==> config.mk <==
export PLATFORM = sky130hd
export DESIGN_NAME = inact_watchdog
export DESIGN_NICKNAME = d
export VERILOG_FILES = /design/src/rtl/wdg_pkg.sv /design/src/rtl/wdg_cfg_regs.sv /design/src/rtl/wdg_countdown.sv /design/src/rtl/inact_watchdog.sv
export SDC_FILE = /design/constraint.sdc
export NUM_CORES = 1
export LEC_CHECK = 0
export BUFFER_PORTS_ARGS = -buffer_cell sky130_fd_sc_hd__buf_2
export CAP_MARGIN = 20
export CORE_MARGIN = 1
export CORE_UTILIZATION = 52
export DETAILED_ROUTE_END_ITERATION = 10
export HOLD_SLACK_MARGIN = 0.15
export PLACE_DENSITY = 0.84
export SYNTH_ARGS = -nofsm -noshare
export SYNTH_HDL_FRONTEND = slang
export SYNTH_SLANG_ARGS = --single-unit
==> constraint.sdc <==
create_clock -name clk -period 3.3 [get_ports clk]
set_input_delay 0.33 -clock clk [delete_from_list [all_inputs] [get_ports clk]]
set_output_delay 0.33 -clock clk [all_outputs]
set_load 0.1 [all_outputs]
==> src/rtl/wdg_pkg.sv <==
package wdg_pkg;

    localparam int ADDR_W = 2;

    localparam logic [ADDR_W-1:0] REG_CTRL  = 2'd0;
    localparam logic [ADDR_W-1:0] REG_LIMIT = 2'd1;
    localparam logic [ADDR_W-1:0] REG_STAT  = 2'd2;

    localparam int CTRL_EN_POS  = 0;
    localparam int CTRL_ACK_POS = 1;

    typedef enum logic [1:0] {
        PH_WATCH = 2'd0,
        PH_WARN  = 2'd1,
        PH_BITE  = 2'd2
    } wdg_phase_e;

    typedef struct packed {
        logic enable;
        logic ack;
        logic reload;
    } wdg_cmd_t;

    // counting windows accept restarts; the reset phase does not
    function automatic logic phase_armed(wdg_phase_e ph);
        return ph != PH_BITE;
    endfunction

endpackage

==> src/rtl/wdg_cfg_regs.sv <==
module wdg_cfg_regs
    import wdg_pkg::*;
#(
    parameter int CNT_W     = 16,
    parameter int DATA_W    = 32,
    parameter int DEF_LIMIT = 1000
) (
    input  logic              clk,
    input  logic              rst,
    input  logic              cfg_wr,
    input  logic [ADDR_W-1:0] cfg_addr,
    input  logic [DATA_W-1:0] cfg_wdata,
    output logic [DATA_W-1:0] cfg_rdata,
    input  logic [CNT_W-1:0]  cnt_i,
    input  logic              pend_i,
    output wdg_cmd_t          cmd_o,
    output logic [CNT_W-1:0]  limit_o
);

    logic             en_q;
    logic [CNT_W-1:0] limit_q;
    logic             wr_ctrl;
    logic             wr_limit;
    logic             unused_wdata;

    assign wr_ctrl      = cfg_wr && (cfg_addr == REG_CTRL);
    assign wr_limit     = cfg_wr && (cfg_addr == REG_LIMIT);
    assign unused_wdata = &{1'b0, cfg_wdata};

    always_ff @(posedge clk) begin
        if (rst) begin
            en_q    <= 1'b0;
            limit_q <= CNT_W'(DEF_LIMIT);
        end else begin
            if (wr_ctrl)  en_q    <= cfg_wdata[CTRL_EN_POS];
            if (wr_limit) limit_q <= cfg_wdata[CNT_W-1:0];
        end
    end

    always_comb begin
        cmd_o.enable = en_q;
        cmd_o.ack    = wr_ctrl && cfg_wdata[CTRL_ACK_POS];
        cmd_o.reload = wr_limit;
        // forward a limit being written so the reload uses it on this edge
        limit_o      = wr_limit ? cfg_wdata[CNT_W-1:0] : limit_q;
    end

    always_comb begin
        cfg_rdata = '0;
        case (cfg_addr)
            REG_CTRL:  cfg_rdata[CTRL_EN_POS] = en_q;
            REG_LIMIT: cfg_rdata[CNT_W-1:0]   = limit_q;
            REG_STAT: begin
                cfg_rdata[CNT_W-1:0] = cnt_i;
                cfg_rdata[CNT_W]     = pend_i;
            end
            default:   cfg_rdata = '0;
        endcase
    end

endmodule

==> src/rtl/wdg_countdown.sv <==
module wdg_countdown
    import wdg_pkg::*;
#(
    parameter int CNT_W     = 16,
    parameter int HOLD_CYC  = 16,
    parameter int DEF_LIMIT = 1000
) (
    input  logic             clk,
    input  logic             rst,
    input  wdg_cmd_t         cmd_i,
    input  logic [CNT_W-1:0] limit_i,
    input  logic             activity_i,
    output logic [CNT_W-1:0] cnt_o,
    output logic             pend_o,
    output logic             bite_o
);

    localparam int HOLD_W = (HOLD_CYC > 1) ? $clog2(HOLD_CYC) : 1;
    localparam logic [HOLD_W-1:0] HOLD_LOAD = HOLD_W'(HOLD_CYC - 1);

    wdg_phase_e       phase_q;
    logic [CNT_W-1:0] cnt_q;
    logic [HOLD_W-1:0] hold_q;
    logic             pend_q;

    logic restart;
    logic expire;
    logic bite_end;

    always_comb begin
        restart  = phase_armed(phase_q) &&
                   (cmd_i.reload || (cmd_i.enable && activity_i));
        expire   = phase_armed(phase_q) && !restart && cmd_i.enable &&
                   (cnt_q == '0);
        bite_end = (phase_q == PH_BITE) && cmd_i.enable && (hold_q == '0);
    end

    always_ff @(posedge clk) begin
        if (rst) begin
            phase_q <= PH_WATCH;
            cnt_q   <= CNT_W'(DEF_LIMIT);
            hold_q  <= '0;
        end else if (phase_q == PH_BITE) begin
            if (bite_end) begin
                phase_q <= PH_WATCH;
                cnt_q   <= limit_i;
            end else if (cmd_i.enable) begin
                hold_q  <= hold_q - 1'b1;
            end
        end else if (restart) begin
            phase_q <= PH_WATCH;
            cnt_q   <= limit_i;
        end else if (expire) begin
            cnt_q <= limit_i;
            if (phase_q == PH_WATCH) begin
                phase_q <= PH_WARN;
            end else begin
                phase_q <= PH_BITE;
                hold_q  <= HOLD_LOAD;
            end
        end else if (cmd_i.enable) begin
            cnt_q <= cnt_q - 1'b1;
        end
    end

    // setting on a first expiry takes priority over an acknowledge
    always_ff @(posedge clk) begin
        if (rst) begin
            pend_q <= 1'b0;
        end else if (expire && (phase_q == PH_WATCH)) begin
            pend_q <= 1'b1;
        end else if (bite_end || cmd_i.ack) begin
            pend_q <= 1'b0;
        end
    end

    assign cnt_o  = cnt_q;
    assign pend_o = pend_q;
    assign bite_o = (phase_q == PH_BITE);

endmodule

==> src/rtl/inact_watchdog.sv <==
module inact_watchdog
    import wdg_pkg::*;
#(
    parameter int CNT_W     = 16,
    parameter int DATA_W    = 32,
    parameter int HOLD_CYC  = 16,
    parameter int DEF_LIMIT = 1000
) (
    input  logic              clk,
    input  logic              rst,
    input  logic              cfg_wr,
    input  logic [1:0]        cfg_addr,
    input  logic [DATA_W-1:0] cfg_wdata,
    output logic [DATA_W-1:0] cfg_rdata,
    input  logic              activity_i,
    output logic              irq_o,
    output logic              wdog_rst_o
);

    wdg_cmd_t         cmd;
    logic [CNT_W-1:0] limit_w;
    logic [CNT_W-1:0] cnt_w;
    logic             pend_w;
    logic             bite_w;
    logic             en_w;
    logic             reload_w;

    wdg_cfg_regs #(
        .CNT_W     (CNT_W),
        .DATA_W    (DATA_W),
        .DEF_LIMIT (DEF_LIMIT)
    ) u_regs (
        .clk       (clk),
        .rst       (rst),
        .cfg_wr    (cfg_wr),
        .cfg_addr  (cfg_addr),
        .cfg_wdata (cfg_wdata),
        .cfg_rdata (cfg_rdata),
        .cnt_i     (cnt_w),
        .pend_i    (pend_w),
        .cmd_o     (cmd),
        .limit_o   (limit_w)
    );

    wdg_countdown #(
        .CNT_W     (CNT_W),
        .HOLD_CYC  (HOLD_CYC),
        .DEF_LIMIT (DEF_LIMIT)
    ) u_count (
        .clk        (clk),
        .rst        (rst),
        .cmd_i      (cmd),
        .limit_i    (limit_w),
        .activity_i (activity_i),
        .cnt_o      (cnt_w),
        .pend_o     (pend_w),
        .bite_o     (bite_w)
    );

    assign en_w       = cmd.enable;
    assign reload_w   = cmd.reload;
    assign irq_o      = pend_w && en_w;
    assign wdog_rst_o = bite_w && en_w;

endmodule

==> reports/qor.txt, run 1 <==
outcome -> completed
mean post-synth cell area -> 8.19 um^2
CP top delay family -> simple AND/OR/NAND/NOR gates
DRC -> 0
Initial Util -> 53.9%
maximum VDD drop -> 0.275 mV
Post-Syn Area -> 0.00253 mm^2
asr flop ratio synth -> 0%
Fmax -> 0.383 GHz
hold_buf cts -> 0
Die Ht -> 71.8 um
ANT cells -> 0
Initial DRC Count -> 208
Synthesis Warnings -> 0
Gate Count Post-Synth -> 309
worst flop-to-flop path startpoint -> u_count.cnt_o[0]
grt total ovfl -> 0
die width -> 71.8 um
worst slew pin tran -> 0.742 ns
number of synthesized flops with an enable pin -> 0
Unique masters post-synth -> 59
R2R cell count -> 7
setup violators final -> 0
WL final -> 6300 um
non-filler cells, final -> 392
CTS sink count -> 40
slowest CP cell -> or4_4
largest area contributor in the netlist -> dfxtp_1
WP data arrival -> 2.80 ns
Reg clk slew, reported paths -> 0.08 ns
die area -> 0.00515 mm^2
Hold Path End -> u_regs.limit_q[3]
CTS root buf -> clkbuf_8
detailed placement HPWL -> 4210 um
period utilization -> 79.2%
largest net degree at the start of global routing -> 37
Tightest Hold Check Type -> input port to register
Min Hold Slack -> 0.282 ns
CTS tree -> done
min-delay src -> cfg_wdata[3]
Detail Route Antenna Nets -> 0
Required @ worst endpoint -> 3.48 ns
clock latency on the worst-skew pair -> 0.29 ns
PwrDens -> 411 mW/mm^2
number of setup buffers added after CTS -> 0
area post-placement -> 0.00268 mm^2
core area -> 0.00469 mm^2
Worst Setup Start Kind -> register
Final Cell Area -> 0.00276 mm^2
register area share after synthesis -> 31.6%
share of cells above drive strength 1 -> 18.9%
RSZ-0062 raised after global routing -> false
Vias/cell -> 6.19
P&R area growth vs syn -> 9.10%
worst-path maximum fanout -> 10
pre-CTS WS -> 0.722 ns
row count -> 25
top-level I/O count -> 72
post-route worst setup slack -> 0.687 ns
CTS max path bufs -> 2
worst r2r dst -> u_count.cnt_o[11]
CTS H-Tree Depth -> 2
cells along the critical path -> inv_1 -> ha_1 -> or3b_1 -> or4_4 -> o21ai_4 -> o21ai_1 -> a32o_1
final setup TNS -> 0 ns
WP buf/inv -> 1
DRT Pass-1 Iters -> 5
Min Clock Period, post-route -> 2.61 ns
leak pwr -> 1.15 nW
maxcap violations -> 0
WS Path Type -> register to register
first-pass GRT wire length -> 10100 um
initial antenna violation count -> 0
Hold Fails Final Rpt -> 0
Nets -> 383
Routed wire per std cell -> 16.1 um
Tot GR Track Use -> 24.9%
Final GP Congestion -> 0.857
Hold Path Depth -> 3
vias in the first global route -> 2167
clock buffer count from CTS -> 5
Setup crit end kind -> register
Final Skew -> 0.00397 ns
synth top area cells -> dfxtp_1 32%, mux2i_1 5.1%, a22oi_1 4.7%
FF-to-FF setup slack -> 0.69 ns
CP peak stage delay -> 0.58 ns
Synth Register Bits -> 40
ys flop type -> dfxtp_1
DP Cell Count -> 385
Slew headroom -> 50.5%
via count -> 2427
Slew Viols, Final -> 0
post-CTS sizing -> 0
Yosys top cell area share -> 31.6%
Port Buf Inserts -> 40
[report_power, final]
part / switching (mW) / internal [mW] / total [mW]
Clock: 0.169 / 0.144 / 0.312
Sequential: 0.0177 / 0.498 / 0.516
Combinational: 0.237 / 0.0701 / 0.307
[cell families (layout without fill, tap and decap cells)]
| logic type | count (synthesis) | after routing | synth area share (%) |
|---|---|---|---|
| and+or+nand+nor | 117 | 117 | 25.5 |
| AOI/OAI and AO/OA | 78 | 78 | 22.2 |
| buffers and inverters | 47 | 62 | 9.59 |
| DFF | 40 | 40 | 31.6 |
| muxes | 16 | 16 | 6.48 |
| adders and majority gates | 7 | 7 | 3.46 |
| xor gates and xnor gates | 3 | 3 | 1.04 |
| other | 1 | 15 | 0.148 |
[worst register-to-register path: cells and delay by family, from the launching register on]
family                   cells  cell delay [ns]
AND/OR/NAND/NOR              2             1.09
AO/OA/AOI/OAI                3             0.76
flip-flops                   1             0.36
adder cells (fa/ha/maj)      1             0.20
buffers and inverters        1             0.09
[state kept, by name, summed over array words and instances, names as in the netlist]
signal / count
u_count.phase_q: 2
u_count.cnt_o: 16
u_count.hold_q: 4
u_regs.limit_q: 16
u_count.pend_o: 1
u_regs.en_q: 1
[worst max-delay path by stage]
stage | from | endpoint | slack (ns) | depth (start not counted)
after floorplan | cfg_addr[1] | cfg_rdata[10] | 0.49 | 6
after global placement | u_count.cnt_o[0] | u_count.cnt_o[6] | 0.78 | 7
after detailed placement | u_count.cnt_o[0] | u_count.cnt_o[11] | 0.72 | 7
after CTS | u_count.cnt_o[0] | u_count.cnt_o[11] | 0.71 | 7
after global routing | u_count.cnt_o[0] | u_count.cnt_o[0] | 0.59 | 8
final | u_count.cnt_o[0] | u_count.cnt_o[11] | 0.69 | 7
[metal layers]
metal	global-route usage, %	up-vias	part of all wire, %
li1	-	1160	-
met2	42.9	125	49
met5	0	-	0
met4	8.28	0	2.0
met1	30.9	1127	41
met3	5.06	15	7.6
[area by class of cell]
type / count / area (um^2)
Clock buffer: 6 / 72.6
Fill cell: 440 / 1930
Multi-Input combinational cell: 236 / 1540
Tap cell: 54 / 67.6
Timing Repair Buffer: 45 / 238
Sequential cell: 40 / 801
Inverter: 10 / 37.5
Clock inverter: 1 / 5.00
[through the flow]
stage	power (mW)	utilization, %
final	1.14	58.9
after detailed placement	0.832	57.2
after global routing	1.17	58.9
after CTS	1.13	58.9
after global placement	0.826	57.2
after floorplan	0.792	-
[synthesized netlist by cell type, types with 2 or more instances]
cell type	number
dfxtp_1	40
nand2_1	24
a21oi_1	22
nor2_1	21
clkbuf_1	18
nand3_1	17
nor2b_1	17
a22oi_1	16
buf_4	15
mux2i_1	13
inv_1	10
nor3_1	9
ha_1	7
o32a_1	6
a211oi_1	4
a31oi_1	4
and2_1	4
or3_1	4
mux2_2	3
o211ai_1	3
o21ai_0	3
or4_4	3
a32o_1	2
buf_2	2
nand2b_1	2
nor4_1	2
o21ai_1	2
o22ai_1	2
or3b_1	2
or4_1	2
xor2_1	2
[layout by cell type, fill, tap and decap left out, types with 2 or more instances in the layout]
cell type,netlist,layout
buf_2,2,40
dfxtp_1,40,40
nand2_1,24,24
a21oi_1,22,22
nor2_1,21,21
nor2b_1,17,17
nand3_1,17,17
a22oi_1,16,16
conb_1,1,15
mux2i_1,13,13
inv_1,10,10
nor3_1,9,9
ha_1,7,7
o32a_1,6,6
clkbuf_8,0,5
buf_4,15,5
and2_1,4,4
or3_1,4,4
a31oi_1,4,4
a211oi_1,4,4
or4_4,3,3
mux2_2,3,3
o211ai_1,3,3
o21ai_0,3,3
nand2b_1,2,2
or3b_1,2,2
o22ai_1,2,2
xor2_1,2,2
or4_1,2,2
a32o_1,2,2
nor4_1,2,2
o21ai_1,2,2
(Power assumes the default switching activity.)
==> run 2: changes to the inputs <==
==> constraint.sdc (replaced) <==
create_clock -name clk -period 2.65 [get_ports clk]
set_input_delay 0.265 -clock clk [delete_from_list [all_inputs] [get_ports clk]]
set_output_delay 0.265 -clock clk [all_outputs]
set_load 0.1 [all_outputs]
==> reports/qor.txt, run 2 (synthesis results as in run 1) <==
outcome -> finished, violations left
violated checks -> design-rule violations
PwrDens -> 543 mW/mm^2 (+32%)
grt total ovfl -> 0 (unchanged)
number of setup buffers added after CTS -> 0 (unchanged)
detailed placement HPWL -> 4550 um (+8.3%)
WL final -> 6230 um (-1.2%)
area post-placement -> 0.00281 mm^2 (+4.8%)
die area -> 0.00515 mm^2 (unchanged)
crit path to -> u_count.cnt_o[6]
non-filler cells, final -> 405 (+3.3%)
CTS root buf -> clkbuf_8
Initial DRC Count -> 198 (-4.8%)
vias in the first global route -> 2188 (+0.97%)
Setup crit end kind -> register
Fillers -> 431 (-2.0%)
share of cells above drive strength 1 -> 26.5% (+7.6 points)
CTS H-Tree Depth -> 2 (unchanged)
setup violators final -> 0 (unchanged)
initial antenna violation count -> 0 (unchanged)
RSZ-0062 raised after global routing -> false
ANT cells -> 0 (unchanged)
register area -> 801 um^2 (unchanged)
largest net degree at the start of global routing -> 37 (unchanged)
Final Cell Area -> 0.00294 mm^2 (+6.4%)
P&R area growth vs syn -> 16.1%
R2R cell count -> 7 (unchanged)
Slew headroom -> 51.8% (+1.3 points)
Final GP Congestion -> 0.878 (+2.5%)
WP data arrival -> 2.57 ns (-0.23 ns)
DP Cell Count -> 397 (+3.1%)
Final Skew -> 0.00754 ns (+0.00358 ns)
Logic pwr share -> 25.3% (-1.7 points)
Worst Setup Start Kind -> register
Tot GR Track Use -> 25.5% (+0.64 points)
CTS sink count -> 40 (unchanged)
leak pwr -> 1.24 nW (+8.3%)
core area -> 0.00469 mm^2 (unchanged)
Hold Fails Final Rpt -> 0 (unchanged)
first-pass GRT wire length -> 10400 um (+2.6%)
maximum VDD drop -> 0.244 mV (-11%)
Vias/cell -> 5.98 (-3.5%)
clock buffer count from CTS -> 5 (unchanged)
CP Launch Point -> u_count.cnt_o[1]
DRT Pass-1 Iters -> 7 (+2)
Sw Share -> 33.7% (-3.5 points)
Required @ worst endpoint -> 2.84 ns (-0.64 ns)
Clk pwr share -> 34.5% (+7.0 points)
hold_buf cts -> 0 (unchanged)
die width -> 71.8 um (unchanged)
Detail Route Antenna Nets -> 0 (unchanged)
CTS tree -> done
row count -> 25 (unchanged)
post-CTS sizing -> 0 (unchanged)
final setup TNS -> 0 ns (unchanged)
clock latency on the worst-skew pair -> 0.29 ns (about the same)
Seq pwr share -> 40.2% (-5.2 points)
Reg clk slew, reported paths -> 0.08 ns (about the same)
Die Ht -> 71.8 um (unchanged)
Slew Viols, Final -> 0 (unchanged)
Nets -> 395 (+3.1%)
worst slew pin tran -> 0.716 ns (-0.0264 ns)
worst r2r dst -> u_count.cnt_o[6]
top-level I/O count -> 72 (unchanged)
Pint -> 1.06 mW (+48%)
Initial Util -> 53.9% (unchanged)
WP buf/inv -> 1 (unchanged)
Port Buf Inserts -> 40 (unchanged)
CTS max path bufs -> 2 (unchanged)
WS Path Type -> register to register
maxcap violations -> 0 (unchanged)
Critical Path Stages -> 7 (unchanged)
cells along the critical path -> inv_1 -> ha_1 -> or3b_1 -> or4_4 -> o21ai_4 -> nand2_1 -> a221o_1
Fmax -> 0.420 GHz (+9.8%)
Multi-input gate area -> 0.00158 mm^2 (+2.4%)
most frequent cells in the layout -> 40 x buf_2, 40 x dfxtp_1, 24 x nand2_1, 22 x a21oi_1, 21 x nor2_1
slowest CP cell -> or4_4
Tightest Hold Check Type -> input port to register
worst flop-to-flop path startpoint -> u_count.cnt_o[1]
net switching power -> 0.538 mW (+27%)
DRC -> 1 (+1)
Min Clock Period, post-route -> 2.38 ns (-0.234 ns)
CP peak stage delay -> 0.55 ns (-0.03 ns)
worst-path maximum fanout -> 8 (-2)
Routed wire per std cell -> 15.4 um (-4.3%)
FF-to-FF setup slack -> 0.27 ns (-0.42 ns)
via count -> 2420 (-0.29%)
period utilization -> 89.8% (+11 points)
CP top delay family -> simple AND/OR/NAND/NOR gates
run 2: power groups by stage:
stage	clock (mW)	combinational, mW	sequential (mW)
floorplan	0	0.344	0.648
global placement	0	0.396	0.653
detailed placement	0	0.401	0.655
CTS	0.557	0.403	0.641
global route	0.591	0.428	0.645
finish	0.550	0.404	0.641
run 2: area by class of cell:
| type | instances | share of cell area (%) |
|---|---|---|
| timing repair buffer | 57 | 11.2 |
| clock buffer | 7 | 3.28 |
| tap | 54 | 2.30 |
| clock inverter | 1 | 1.02 |
| sequential | 40 | 27.3 |
| inverter | 10 | 1.28 |
| multi-input combinational | 236 | 53.7 |
run 2: tightest hold or removal path: stages:
cell and delay, ns:
buf_2 0.07, mux2i_1 0.07, nand2_1 0.07
run 2: worst min path at each step:
stage / startpoint / slack [ns] / to / cells past startpoint
global placement: u_count.phase_q[1] / 0.47 / u_count.pend_o / 1
floorplan: cfg_wdata[3] / 0.41 / u_regs.limit_q[3] / 2
detailed placement: u_regs.limit_q[14] / 0.48 / u_regs.limit_q[14] / 2
CTS: cfg_wdata[6] / 0.21 / u_regs.limit_q[6] / 3
finish: cfg_wdata[3] / 0.21 / u_regs.limit_q[3] / 3
global route: cfg_wdata[6] / 0.21 / u_regs.limit_q[6] / 3
run 2: metal layers:
metal  vias up  share of wire, %  GRT usage [%]
met2        79                47           40.9
li1       1184                 -              -
met3        11               5.3           4.64
met5         -                 0              0
met4         0               1.7           9.80
met1      1146                46           34.1
run 2: metrics by stage:
step	power, mW	setup slack (ns)	util (%)	hold slack (ns)
after global routing	1.66	0.158	62.6	0.214
final	1.60	0.270	62.6	0.212
after floorplan	0.992	0.0266	-	0.410
after CTS	1.60	0.289	62.6	0.213
after global placement	1.05	0.369	59.9	0.470
after detailed placement	1.06	0.315	59.9	0.479
